`src/rtl/md_xcvr_pkg.sv`:
```
// Shared mode codes for the multidrop transceiver control block.
package md_xcvr_pkg;
    // Mode codes seen on mode_sel; other codes mean plain (no multidrop).
    localparam logic [2:0] MODE_PLAIN = 3'b000;
    localparam logic [2:0] MODE_HDX   = 3'b011;
    localparam logic [2:0] MODE_TXEN  = 3'b100;

    // True when the mode filters on address characters.
    function automatic logic is_multidrop(input logic [2:0] m);
        return (m == MODE_HDX) || (m == MODE_TXEN);
    endfunction
endpackage

```
`src/rtl/md_addr_filter.sv`:
```
// Address filter: decides which received characters are stored.
// Assumes rx_valid is a single-cycle strobe with rx_char valid alongside it.
// The MSB of the character is the address flag in multidrop modes.
module md_addr_filter
    import md_xcvr_pkg::*;
#(
    parameter int CHAR_W = 9
) (
    input  logic              clk,
    input  logic              rst_n,
    input  logic [2:0]        mode_sel,
    input  logic              half_dup,
    input  logic              tx_busy,
    input  logic [CHAR_W-2:0] stn_addr_a,
    input  logic [CHAR_W-2:0] stn_addr_b,
    input  logic              rx_valid,
    input  logic [CHAR_W-1:0] rx_char,
    output logic              rx_store,
    output logic              addr_evt,
    output logic              hit_a
);
    localparam int AW = CHAR_W - 1;

    logic          rcv_on;
    logic          accepted;
    logic          multi;
    logic          hit_b;
    logic [AW-1:0] payload;

    // Qualify the strobe and classify the character.
    always_comb begin
        multi    = is_multidrop(mode_sel);
        accepted = rx_valid && !(half_dup && tx_busy);
        payload  = rx_char[AW-1:0];
        hit_a    = (payload == stn_addr_a);
        hit_b    = (payload == stn_addr_b);
        addr_evt = accepted && multi && rx_char[AW];
    end

    // Track whether this station is currently addressed.
    always_ff @(posedge clk) begin
        if (!rst_n)        rcv_on <= 1'b0;
        else if (!multi)   rcv_on <= 1'b0;
        else if (addr_evt) rcv_on <= hit_a || hit_b;
    end

    // Register the store strobe toward the receive FIFO.
    always_ff @(posedge clk) begin
        if (!rst_n) rx_store <= 1'b0;
        else        rx_store <= accepted && (!multi || (!rx_char[AW] && rcv_on));
    end


    addr_not_stored_chk: assert property (@(posedge clk) disable iff (!rst_n)
        (is_multidrop(mode_sel) && rx_valid && rx_char[AW]) |=> !rx_store);

    hd_discard_chk: assert property (@(posedge clk) disable iff (!rst_n)
        (rx_valid && half_dup && tx_busy) |=> !rx_store);

    miss_closes_chk: assert property (@(posedge clk) disable iff (!rst_n)
        (addr_evt && !hit_a && !hit_b) |=> !rcv_on);
endmodule

```
`src/rtl/md_turn_timer.sv`:
```
// Turn-around timer: counts bit ticks after a load and flags the last one.
// Assumes load and cancel come from the drive controller; cancel wins.
module md_turn_timer #(
    parameter int DLY_W = 4
) (
    input  logic             clk,
    input  logic             rst_n,
    input  logic             load,
    input  logic [DLY_W-1:0] load_val,
    input  logic             cancel,
    input  logic             bit_tick,
    output logic             expire
);
    logic [DLY_W-1:0] cnt;
    logic             pend;

    // Final tick of a pending count.
    assign expire = pend && bit_tick && (cnt == DLY_W'(1));

    // Count down one per bit tick while pending.
    always_ff @(posedge clk) begin
        if (!rst_n || cancel) begin
            pend <= 1'b0;
            cnt  <= '0;
        end else if (load) begin
            pend <= (load_val != '0);
            cnt  <= load_val;
        end else if (pend && bit_tick) begin
            if (cnt == DLY_W'(1)) begin
                pend <= 1'b0;
                cnt  <= '0;
            end else begin
                cnt <= cnt - DLY_W'(1);
            end
        end
    end


    cnt_live_chk: assert property (@(posedge clk) disable iff (!rst_n)
        pend |-> (cnt != '0));

    cancel_clears_chk: assert property (@(posedge clk) disable iff (!rst_n)
        cancel |=> !pend);
endmodule

```
`src/rtl/md_drive_ctl.sv`:
```
// Drive controller: holds the internal driver-active state for both modes.
// Assumes tx_stop_done marks the end of the final stop bit; tx_busy wins.
module md_drive_ctl
    import md_xcvr_pkg::*;
#(
    parameter int DLY_W = 4
) (
    input  logic             clk,
    input  logic             rst_n,
    input  logic [2:0]       mode_sel,
    input  logic [DLY_W-1:0] turn_dly,
    input  logic             tx_busy,
    input  logic             tx_stop_done,
    input  logic             addr_evt,
    input  logic             hit_a,
    input  logic             expire,
    output logic             tmr_load,
    output logic             tmr_cancel,
    output logic             drv
);
    logic hdx;
    logic release_now;

    // Decide timer requests from transmitter events.
    always_comb begin
        hdx         = (mode_sel == MODE_HDX);
        release_now = hdx && !tx_busy && tx_stop_done && drv && (turn_dly == '0);
        tmr_load    = hdx && !tx_busy && tx_stop_done && drv && (turn_dly != '0);
        tmr_cancel  = !hdx || tx_busy || release_now;
    end

    // Update the driver-active state.
    always_ff @(posedge clk) begin
        if (!rst_n) begin
            drv <= 1'b0;
        end else if (hdx) begin
            if (tx_busy)          drv <= 1'b1;
            else if (release_now) drv <= 1'b0;
            else if (tmr_load)    drv <= 1'b1;
            else if (expire)      drv <= 1'b0;
        end else if (mode_sel == MODE_TXEN) begin
            if (addr_evt) drv <= hit_a;
        end else begin
            drv <= 1'b0;
        end
    end


    busy_drives_chk: assert property (@(posedge clk) disable iff (!rst_n)
        ((mode_sel == MODE_HDX) && tx_busy) |=> drv);

    addr_a_drives_chk: assert property (@(posedge clk) disable iff (!rst_n)
        ((mode_sel == MODE_TXEN) && addr_evt && hit_a) |=> drv);

    plain_idle_chk: assert property (@(posedge clk) disable iff (!rst_n)
        !is_multidrop(mode_sel) |=> !drv);
endmodule

```
`src/rtl/md_xcvr_ctl.sv`:
```
// Top: multidrop address filter plus RS-485 driver-enable generation.
// Assumes mode_sel changes only while the line is quiet.
module md_xcvr_ctl #(
    parameter int CHAR_W = 9,
    parameter int DLY_W  = 4
) (
    input  logic              clk,
    input  logic              rst_n,
    input  logic [2:0]        mode_sel,
    input  logic              en_pol,
    input  logic              half_dup,
    input  logic [DLY_W-1:0]  turn_dly,
    input  logic [CHAR_W-2:0] stn_addr_a,
    input  logic [CHAR_W-2:0] stn_addr_b,
    input  logic              rx_valid,
    input  logic [CHAR_W-1:0] rx_char,
    input  logic              tx_busy,
    input  logic              tx_stop_done,
    input  logic              bit_tick,
    output logic              rx_store,
    output logic              xcvr_en
);
    logic addr_evt, hit_a, expire, tmr_load, tmr_cancel, drv;

    md_addr_filter #(.CHAR_W(CHAR_W)) u_filter (
        .clk(clk), .rst_n(rst_n), .mode_sel(mode_sel), .half_dup(half_dup),
        .tx_busy(tx_busy), .stn_addr_a(stn_addr_a), .stn_addr_b(stn_addr_b),
        .rx_valid(rx_valid), .rx_char(rx_char), .rx_store(rx_store),
        .addr_evt(addr_evt), .hit_a(hit_a)
    );

    md_turn_timer #(.DLY_W(DLY_W)) u_timer (
        .clk(clk), .rst_n(rst_n), .load(tmr_load), .load_val(turn_dly),
        .cancel(tmr_cancel), .bit_tick(bit_tick), .expire(expire)
    );

    md_drive_ctl #(.DLY_W(DLY_W)) u_drive (
        .clk(clk), .rst_n(rst_n), .mode_sel(mode_sel), .turn_dly(turn_dly),
        .tx_busy(tx_busy), .tx_stop_done(tx_stop_done), .addr_evt(addr_evt),
        .hit_a(hit_a), .expire(expire), .tmr_load(tmr_load),
        .tmr_cancel(tmr_cancel), .drv(drv)
    );

    // Apply the selected active level to the pin.
    assign xcvr_en = en_pol ? drv : !drv;
endmodule

```
`config.mk`:
```
export PLATFORM = sky130hd
export DESIGN_NAME = md_xcvr_ctl
export DESIGN_NICKNAME = d
export VERILOG_FILES = /design/src/rtl/md_xcvr_pkg.sv /design/src/rtl/md_addr_filter.sv /design/src/rtl/md_turn_timer.sv /design/src/rtl/md_drive_ctl.sv /design/src/rtl/md_xcvr_ctl.sv
export SDC_FILE = /design/constraint.sdc
export NUM_CORES = 1
export LEC_CHECK = 0
export ABC_CLOCK_PERIOD_IN_PS = 2300
export BUFFER_PORTS_ARGS = -buffer_cell sky130_fd_sc_hd__buf_2
export CAP_MARGIN = 15
export CORE_MARGIN = 1
export CORE_UTILIZATION = 42
export DETAILED_ROUTE_END_ITERATION = 8
export PLACE_DENSITY = 0.81
export SYNTH_ARGS = -nofsm -noshare
export SYNTH_HDL_FRONTEND = slang
export SYNTH_SLANG_ARGS = --single-unit
```
`constraint.sdc`:
```
create_clock -name clk -period 2.3 [get_ports clk]
set_clock_uncertainty 0.05 [all_clocks]
set_input_delay 0.115 -clock clk [delete_from_list [all_inputs] [get_ports clk]]
set_output_delay 0.115 -clock clk [all_outputs]
set_load 0.01 [all_outputs]
```
# Yosys cells after proc, flatten, opt, wreduce, memory -nomap -nowiden
# Cells that the tools add are included.
word_totals:
  out_inout_bits: 2
  input_bits: 40
  regBits: 8
  elab_cells: 60
op_classes:
  muxes: 14
  n_reduce_logical: 33
  eq_ne: 7
  n_addsub: 1
op_table:
  columns: ["op", "n"]
  rows:
  - ["$eq A8 B8 Y1", 2]
  - ["$logic_and A1 B1 Y1", 13]
  - ["$mux W4", 3]
  - ["$mux W1", 11]
  - ["$logic_not A1 Y1", 7]
  - ["$logic_or A1 B1 Y1", 6]
  - ["$reduce_and A2 Y1", 3]
  - ["$ne A5 B5 Y1 const B", 1]
  - ["$eq A4 B1 Y1 const B", 1]
  - ["$logic_not A4 Y1", 1]
  - ["$reduce_bool A2 Y1", 2]
  - ["$reduce_bool A4 Y1", 1]
  - ["$sub A4 B1 Y4 const B", 1]
  - ["$eq A3 B2 Y1 const B", 1]
  - ["$eq A3 B3 Y1 const B", 1]
  - ["$ne A3 B2 Y1 const B", 1]

# Depth between registers and ports, before layout
# Gate-level depths: netlist (run 1).
logic_depth:
  ltp_word: 9
  ltp_mapped: 6
  mapped_depth_nobuf: 6

# Hierarchy
# Synthesis (run 1) repeated with hierarchy kept, for this count alone.
unflattened:
  cells_unflattened: 89
  area_unflattened_um2: 738.2
by_module_without_submodules:
  columns: ["mod", "seq_area_each_um2", "cells_each", "n_inst", "area_per_inst_um2"]
  rows:
  - ["md_turn_timer", 100.1, 37, 1, 304.0]
  - ["md_addr_filter", 40.0, 36, 1, 287.8]
  - ["md_drive_ctl", 20.0, 15, 1, 137.6]
  - ["md_xcvr_ctl", 0.0, 1, 1, 8.8]

# Worst setup path after synthesis (run 1)
# OpenSTA, ideal clock, no wires.
synth_path:
  path_kind: "reg2reg"
  start: "register u_timer.cnt[1]"
  end: "register u_drive.drv"
  period_less_slack_ns: 1.767
  slack_ns: 0.533
  arrival_time_ns: 1.595
  required_ns: 2.128
  stages_incl_launch_ff: 7
  path_cell_list: "dfxtp_1 inv_1 ha_1 or3b_1 o211a_1 or2_0 o311a_1"
synth_via:
  elab_chain_len: 4
synth_rtl:
  columns: ["element", "line", "rtl"]
  rows:
  - ["from (decl)", "md_turn_timer.sv:14", "logic [DLY_W-1:0] cnt;"]
  - ["from (signal assigned)", "md_turn_timer.sv:27", "cnt <= load_val;"]
  - ["from (signal assigned)", "md_turn_timer.sv:33", "cnt <= cnt - DLY_W'(1);"]
  - ["$eq A4 B1 Y1", "md_turn_timer.sv:18", "assign expire = pend && bit_tick && (cnt == DLY_W'(1));"]
  - ["$logic_and A1 B1 Y1", "md_turn_timer.sv:18", null]
  - ["$ne A5 B5 Y1 (no source line)", null, null]
  - ["$reduce_and A2 Y1 (no source line)", null, null]
  - ["to (signal assigned)", "md_drive_ctl.sv:42", "if (addr_evt) drv <= hit_a;"]
  - ["to (decl)", "md_drive_ctl.sv:19", "output logic drv"]
# Every way passes these cells.
# A chain may end at the register's enable or synchronous reset.

# Worst setup path after layout (run 1)
# Same ends and word-level chain as after synthesis.

==> impl_metrics.yaml, run 1 <==
layout:
  insertedDiodeCount: 0
  fin_area_um2: 941
  drive_above_1_share_pct: 34.6
  fin_cells: 146
  final_nets: 174
  area_growth_pct: 35.7
min_path:
  hold-path-cell-count: 3
  hp-class: "in -> reg"
setup_path:
  worst_ep_arrival_time_ps: 2000
  endpoint_kind: "register"
  critPathKind: "reg -> reg"
  rrSetupSlack_ps: 390
  critPathRequiredTime_ps: 2390
  startpoint_type: "register"
  worstRegToRegCells: 6
  path_max_fanout: 3
routing:
  drc: 0
  vias: 785
  viasPerCell: 5.38
  drt_iter0_markers: 21
  ant_nets: 0
  dr.pass1.iters: 4
  totalWireLength_um: 1750
  routedWlPerCell_um: 12.0
clocking:
  cts_setup_buffers: 0
  cts_max_path_buffers: 2
  post_cts_resized: 0
  cts.reportedPaths.clkPinSlew_ps: 50
  cts_made_buffers: 3
  cts.htree.levels: 1
  root_buffer: "clkbuf_4"
  hold_buffers: 0
  clock-sinks: 8
  cts_tree: "done"
  clk_latency_ps: 250
global_routing:
  grt_max_degree: 7
  first_global_vias: 806
  track_usage_pct: 21.4
  grt_pass1_wl_um: 3020
  antenna_found_initial: 0
  overflow: 0
floorplan:
  die_h_um: 42.6
  dieArea_um2: 1820
  fp.dieW_um: 42.6
  start_util_pct: 45.5
  core_area_um2: 1520
  io_pins: 42
  rows: 14
timing:
  rsz0062_at_grt: "false"
  fmax_mhz: 523
  tns_ps: 0
  finalSetupViolCount: 0
  fin_crit_ps: 1910
  period_share_pct: 83.1
  finalHoldViolCount: 0
  tightest_slew_ps: 498
  slew_headroom_pct: 66.5
  slew_violations: 0
outcome:
  status: "finished clean"
power_and_ir_drop:
  p_leak_nw: 0.440
  switchingPower_w: 0.0000893
  combPwrFrac_pct: 26.0
  peakVddDrop_mv: 0.238
  p_total_w: 0.000337
  p_int_w: 0.000247
  p_sw_share_pct: 26.5
  p_seq_share_pct: 42.2
  clkPwrFrac_pct: 31.7
  power_density_nw_per_um2: 358
logic_synthesis:
  ys_types: 31
  synth.avg_cell_area_um2: 8.06
  synthCells: 86
  ys.warnings.count: 0
  ys_seq_area_share_pct: 23.1
  synth-seq-cells: 8
  synth_nets: 128
  syn_area_um2: 693
place:
  dpl.cell_count: 143
  place.detailed.hpwl_um: 1510
  routabilityCongestion: 0.927
  placed_area_um2: 918
  numPortBuffers: 41
job:
  cap_violations: 0
-- layer usage --
layer  routed length, um  track usage (%)  vias to the layer above
met2                 880             39.4                       47
met5                   0                0                        -
met3                 121             3.45                        2
li1                    -                -                      403
met1                 730             23.4                      333
met4                  16             9.38                        0
-- metrics by stage --
stage | utilization (%) | setup WS [ps] | hold WS [ps]
2_1_floorplan | - | 533 | 191
3_3_place_gp | 60.3 | 490 | 325
3_5_place_dp | 60.3 | 427 | 330
4_1_cts | 61.7 | 398 | 64.0
5_1_grt | 61.7 | 322 | 85.0
6_report | 61.7 | 388 | 70.1
-- cell type report --
| class | count | area [um2] |
|---|---|---|
| sequential | 8 | 160 |
| inverter | 4 | 15.0 |
| tap | 16 | 20.0 |
| fill | 132 | 583 |
| timing repair buffer | 41 | 205 |
| multi-input combinational | 74 | 518 |
| clock buffer | 3 | 22.5 |
-- placed cells by master, fill, tap and decap left out, drive strengths merged --
cell type	instances
a211oi	1
a21oi	5
a311oi	1
a31oi	1
buf	41
and4bb	1
xnor2	1
xor2	16
nand2	10
nor2b	1
a221oi	1
o211a	1
nor2	2
nand3	3
or3b	2
o311a	1
nor4b	1
and3	2
or2	1
dfxtp	8
nor3	1
o21ai	4
a21boi	2
a22oi	1
o21a	2
nor4	6
inv	4
nor3b	2
o21bai	2
ha	2
or3	1
clkbuf	3
-- path summary, 6_finish.rpt --
| kind | start | to |
|---|---|---|
| worst max-delay path | u_timer.cnt[1] | u_drive.drv |
| worst min-delay path | turn_dly[2] | u_timer.cnt[2] |
| worst max register to register | u_timer.cnt[1] | u_drive.drv |
| worst min register to register | u_filter.rcv_on | u_filter.rcv_on |
-- flip-flops by register name, summed over array words and instances, names as in the netlist --
name,count
u_timer.cnt,4
u_drive.drv,1
u_filter.rcv_on,1
u_filter.rx_store,1
u_timer.pend,1
-- critical path, cell delays in order, from the launching register on --
cell and delay [ps]:
dfxtp_1 300, inv_1 90, ha_1 200, or3b_1 360, o211a_1 250, or2_0 210
o311a_1 350
-- synth_stat cells --
master    number  area [um2]
nand3_1        3        15.0
a211oi_1       1        7.51
o211a_1        1        10.0
nand2_1        9        33.8
nor2_1         2        7.51
o21bai_1       2        15.0
ha_1           2        25.0
and4bb_1       1        12.5
a31oi_1        1        6.26
inv_1          4        15.0
or2_0          1        6.26
or3b_1         2        17.5
o21ai_0        4        20.0
o311a_1        1        10.0
o21a_1         2        15.0
a311oi_1       1        8.76
xor2_1        16         140
a221oi_1       1        8.76
a21oi_1        5        25.0
nand2_4        1        11.3
dfxtp_1        8         160
or3_1          1        6.26
a22oi_1        1        7.51
nor4_1         6        37.5
nor3b_1        2        15.0
nor4b_1        1        8.76
nor3_1         1        5.00
and3_1         2        12.5
xnor2_1        1        8.76
a21boi_0       2        15.0
nor2b_1        1        6.26
-- cells by family (layout without fill, tap and decap cells) --
logic type | Yosys count | after routing | synth area share, %
xor+xnor | 17 | 17 | 21.5
flops | 8 | 8 | 23.1
simple gates | 33 | 33 | 28.2
compound gates | 22 | 22 | 21.5
buf+inv | 4 | 48 | 2.17
fa+ha+maj | 2 | 2 | 3.61
-- power groups by stage --
stage	clock network [W]	logic (W)	registers, W
2_1_floorplan	0	0.0000353	0.000145
3_3_place_gp	0	0.0000852	0.000145
3_5_place_dp	0	0.0000883	0.000145
4_1_cts	0.000109	0.0000885	0.000142
5_1_grt	0.000115	0.0000974	0.000142
6_report	0.000107	0.0000877	0.000142
Power figures use the tool's default switching activity.
==> inputs of run 2 (changes only) <==
--- a/config.mk
+++ b/config.mk
@@ -5,7 +5,7 @@
 export SDC_FILE = /design/constraint.sdc
 export NUM_CORES = 1
 export LEC_CHECK = 0
-export ABC_CLOCK_PERIOD_IN_PS = 2300
+export ABC_CLOCK_PERIOD_IN_PS = 1800
 export BUFFER_PORTS_ARGS = -buffer_cell sky130_fd_sc_hd__buf_2
 export CAP_MARGIN = 15
 export CORE_MARGIN = 1
==> constraint.sdc (replaced) <==
create_clock -name clk -period 1.8 [get_ports clk]
set_clock_uncertainty 0.05 [all_clocks]
set_input_delay 0.09 -clock clk [delete_from_list [all_inputs] [get_ports clk]]
set_output_delay 0.09 -clock clk [all_outputs]
set_load 0.01 [all_outputs]
==> run 2 against run 1 <==
  * Sequential cell count unchanged
  * Critical endpoint unchanged
  * Register-to-register slack worse by 350 ps
  * Die area unchanged
  * Maximum frequency up 8.3%
  * Sequential share of layout area down 0.48 points
  * Worst hold slack worse by 21 ps
  * Core utilization up 2.8 points
  * Clock power up 28%
  * Non-clock buffer count up 5
  * First-iteration DRC count down 38%
  * Combinational power up 28%
  * Global-route usage down 0.25 points
==> impl_metrics.yaml, run 2 (synthesis results as in run 1) <==
floorplan:
  rows: 14
  start_util_pct: 45.5
  core_area_um2: 1520
  io_pins: 42
  dieArea_um2: 1820
  die_h_um: 42.6
  fp.dieW_um: 42.6
min_path:
  hold-path-cell-count: 3
  hp-class: "in -> reg"
  min_from: "turn_dly[3]"
  min_to: "u_timer.cnt[3]"
timing:
  rsz0062_at_grt: "false"
  tightest_slew_ps: 449
  setup_slack_ps: 34.5
  period_share_pct: 98.1
  fmax_mhz: 566
  tns_ps: 0
  finalSetupViolCount: 0
  finalHoldViolCount: 0
  fin_crit_ps: 1770
  slew_violations: 0
  slew_headroom_pct: 69.8
layout:
  largest_reg_flops: 4
  final_nets: 179
  insertedDiodeCount: 0
  final_cell_mix: "buf_2 (41), xor2_1 (16), nand2_1 (9)"
  fin_area_um2: 983
  layout_commonest_cell: "buf_2"
  drive_above_1_share_pct: 40.0
  largest_register: "u_timer.cnt"
  area_growth_pct: 41.9
setup_path:
  worst_ep_arrival_time_ps: 1860
  worstRegToRegCells: 6
  cp.depth: 6
  path_buf_inv: 1
  cp_cell_sequence: "inv_2 -> ha_2 -> or3b_1 -> o211a_1 -> or2_0 -> o311a_1"
  path_max_fanout: 2
  critPathRequiredTime_ps: 1890
  rr_startpoint: "u_timer.cnt[1]"
  rrSetupSlack_ps: 30
  startpoint_type: "register"
  r2r-end: "u_drive.drv"
  critPathKind: "reg -> reg"
  cpMaxStageDelayCell: "or3b_1"
  cp_top_family: "simple AND/OR/NAND/NOR gates"
  worst_path_largest_cell_delay_ps: 340
  endpoint_kind: "register"
power_and_ir_drop:
  peakVddDrop_mv: 0.249
  p_leak_nw: 0.465
  power_density_nw_per_um2: 438
routing:
  routedWlPerCell_um: 11.2
  ant_nets: 0
  drt_iter0_markers: 13
  dr.pass1.iters: 4
  totalWireLength_um: 1690
  vias: 829
  drc: 0
  viasPerCell: 5.49
clocking:
  clk_latency_ps: 260
  clock-sinks: 8
  root_buffer: "clkbuf_4"
  cts_tree: "done"
  cts.reportedPaths.clkPinSlew_ps: 50
  cts.htree.levels: 1
  cts_made_buffers: 3
  cts_max_path_buffers: 2
global_routing:
  grt_pass1_wl_um: 2940
  grt_max_degree: 7
  first_global_vias: 802
  antenna_found_initial: 0
  overflow: 0
  track_usage_pct: 21.1
job:
  cap_violations: 0
outcome:
  status: "finished clean"
place:
  place.detailed.hpwl_um: 1470
  numPortBuffers: 41
  routabilityCongestion: 0.834
  placed_area_um2: 933
  place_ws_ps: -39.2
-- run 2: changes by cell type in the layout (fill, tap and decap cells not counted) --
cell	change
dfxtp_2	+2
buf_4	+5
inv_2	+1
ha_1	-1
ha_2	+1
inv_1	-1
dfxtp_1	-2
-- run 2: how the worst max path moves through the flow --
stage | endpoint | slack, ps | startpoint
6_report | u_drive.drv | 30 | u_timer.cnt[1]
5_1_grt | u_drive.drv | 6 | u_timer.cnt[1]
4_1_cts | u_drive.drv | 20 | u_timer.cnt[1]
3_5_place_dp | u_drive.drv | -40 | u_timer.cnt[1]
3_3_place_gp | u_drive.drv | 20 | u_timer.cnt[1]
2_1_floorplan | u_drive.drv | 30 | u_timer.cnt[1]
-- run 2: worst register-to-register path, cell delays in order, from the launching register on --
cell     delay, ps
dfxtp_2        320
inv_2           50
ha_2           170
or3b_1         340
o211a_1        250
or2_0          200
o311a_1        280
-- run 2: area by class of cell --
cell class              instances  area, um2
flip-flops and latches          8        163
well taps                      16       20.0
fillers                       137        541
clock buffers                   3       22.5
multi-input cells              74        520
inverters                       4       15.0
repair buffers                 46        243
-- run 2: power by group --
| group | leakage, nW | internal [W] | switching [W] |
|---|---|---|---|
| sequential | 0.0658 | 0.000180 | 0.00000159 |
| combinational | 0.386 | 0.0000603 | 0.0000521 |
| clock | 0.0138 | 0.0000763 | 0.0000607 |
-- run 2: repair_timing --
item | CTS | global route
endpoints found under the setup margin | 1 | 1
pin swaps | 3 | 2
gates resized for setup | 1 | 3
gates cloned | 0 | 0
hold buffers | 0 | 0
setup buffers | 2 | 1
-- run 2: stage by stage --
step | total power [W] | utilization (%) | hold slack [ps] | std cells
after global placement | 0.000294 | 61.2 | 313 | 145
final | 0.000431 | 64.5 | 49.3 | 151
after CTS | 0.000432 | 63.9 | 43.9 | 150
after global routing | 0.000452 | 64.5 | 49.7 | 151
after detailed placement | 0.000298 | 61.2 | 309 | 145
after floorplan | 0.000231 | - | 166 | 86
-- run 2: metal layers --
| metal | track usage [%] | wire length, um | up-vias |
|---|---|---|---|
| li1 | - | - | 414 |
| met1 | 22.9 | 688 | 371 |
| met2 | 39.7 | 882 | 41 |
| met3 | 2.59 | 96 | 3 |
| met4 | 9.38 | 27 | 0 |
| met5 | 0 | 0 | - |
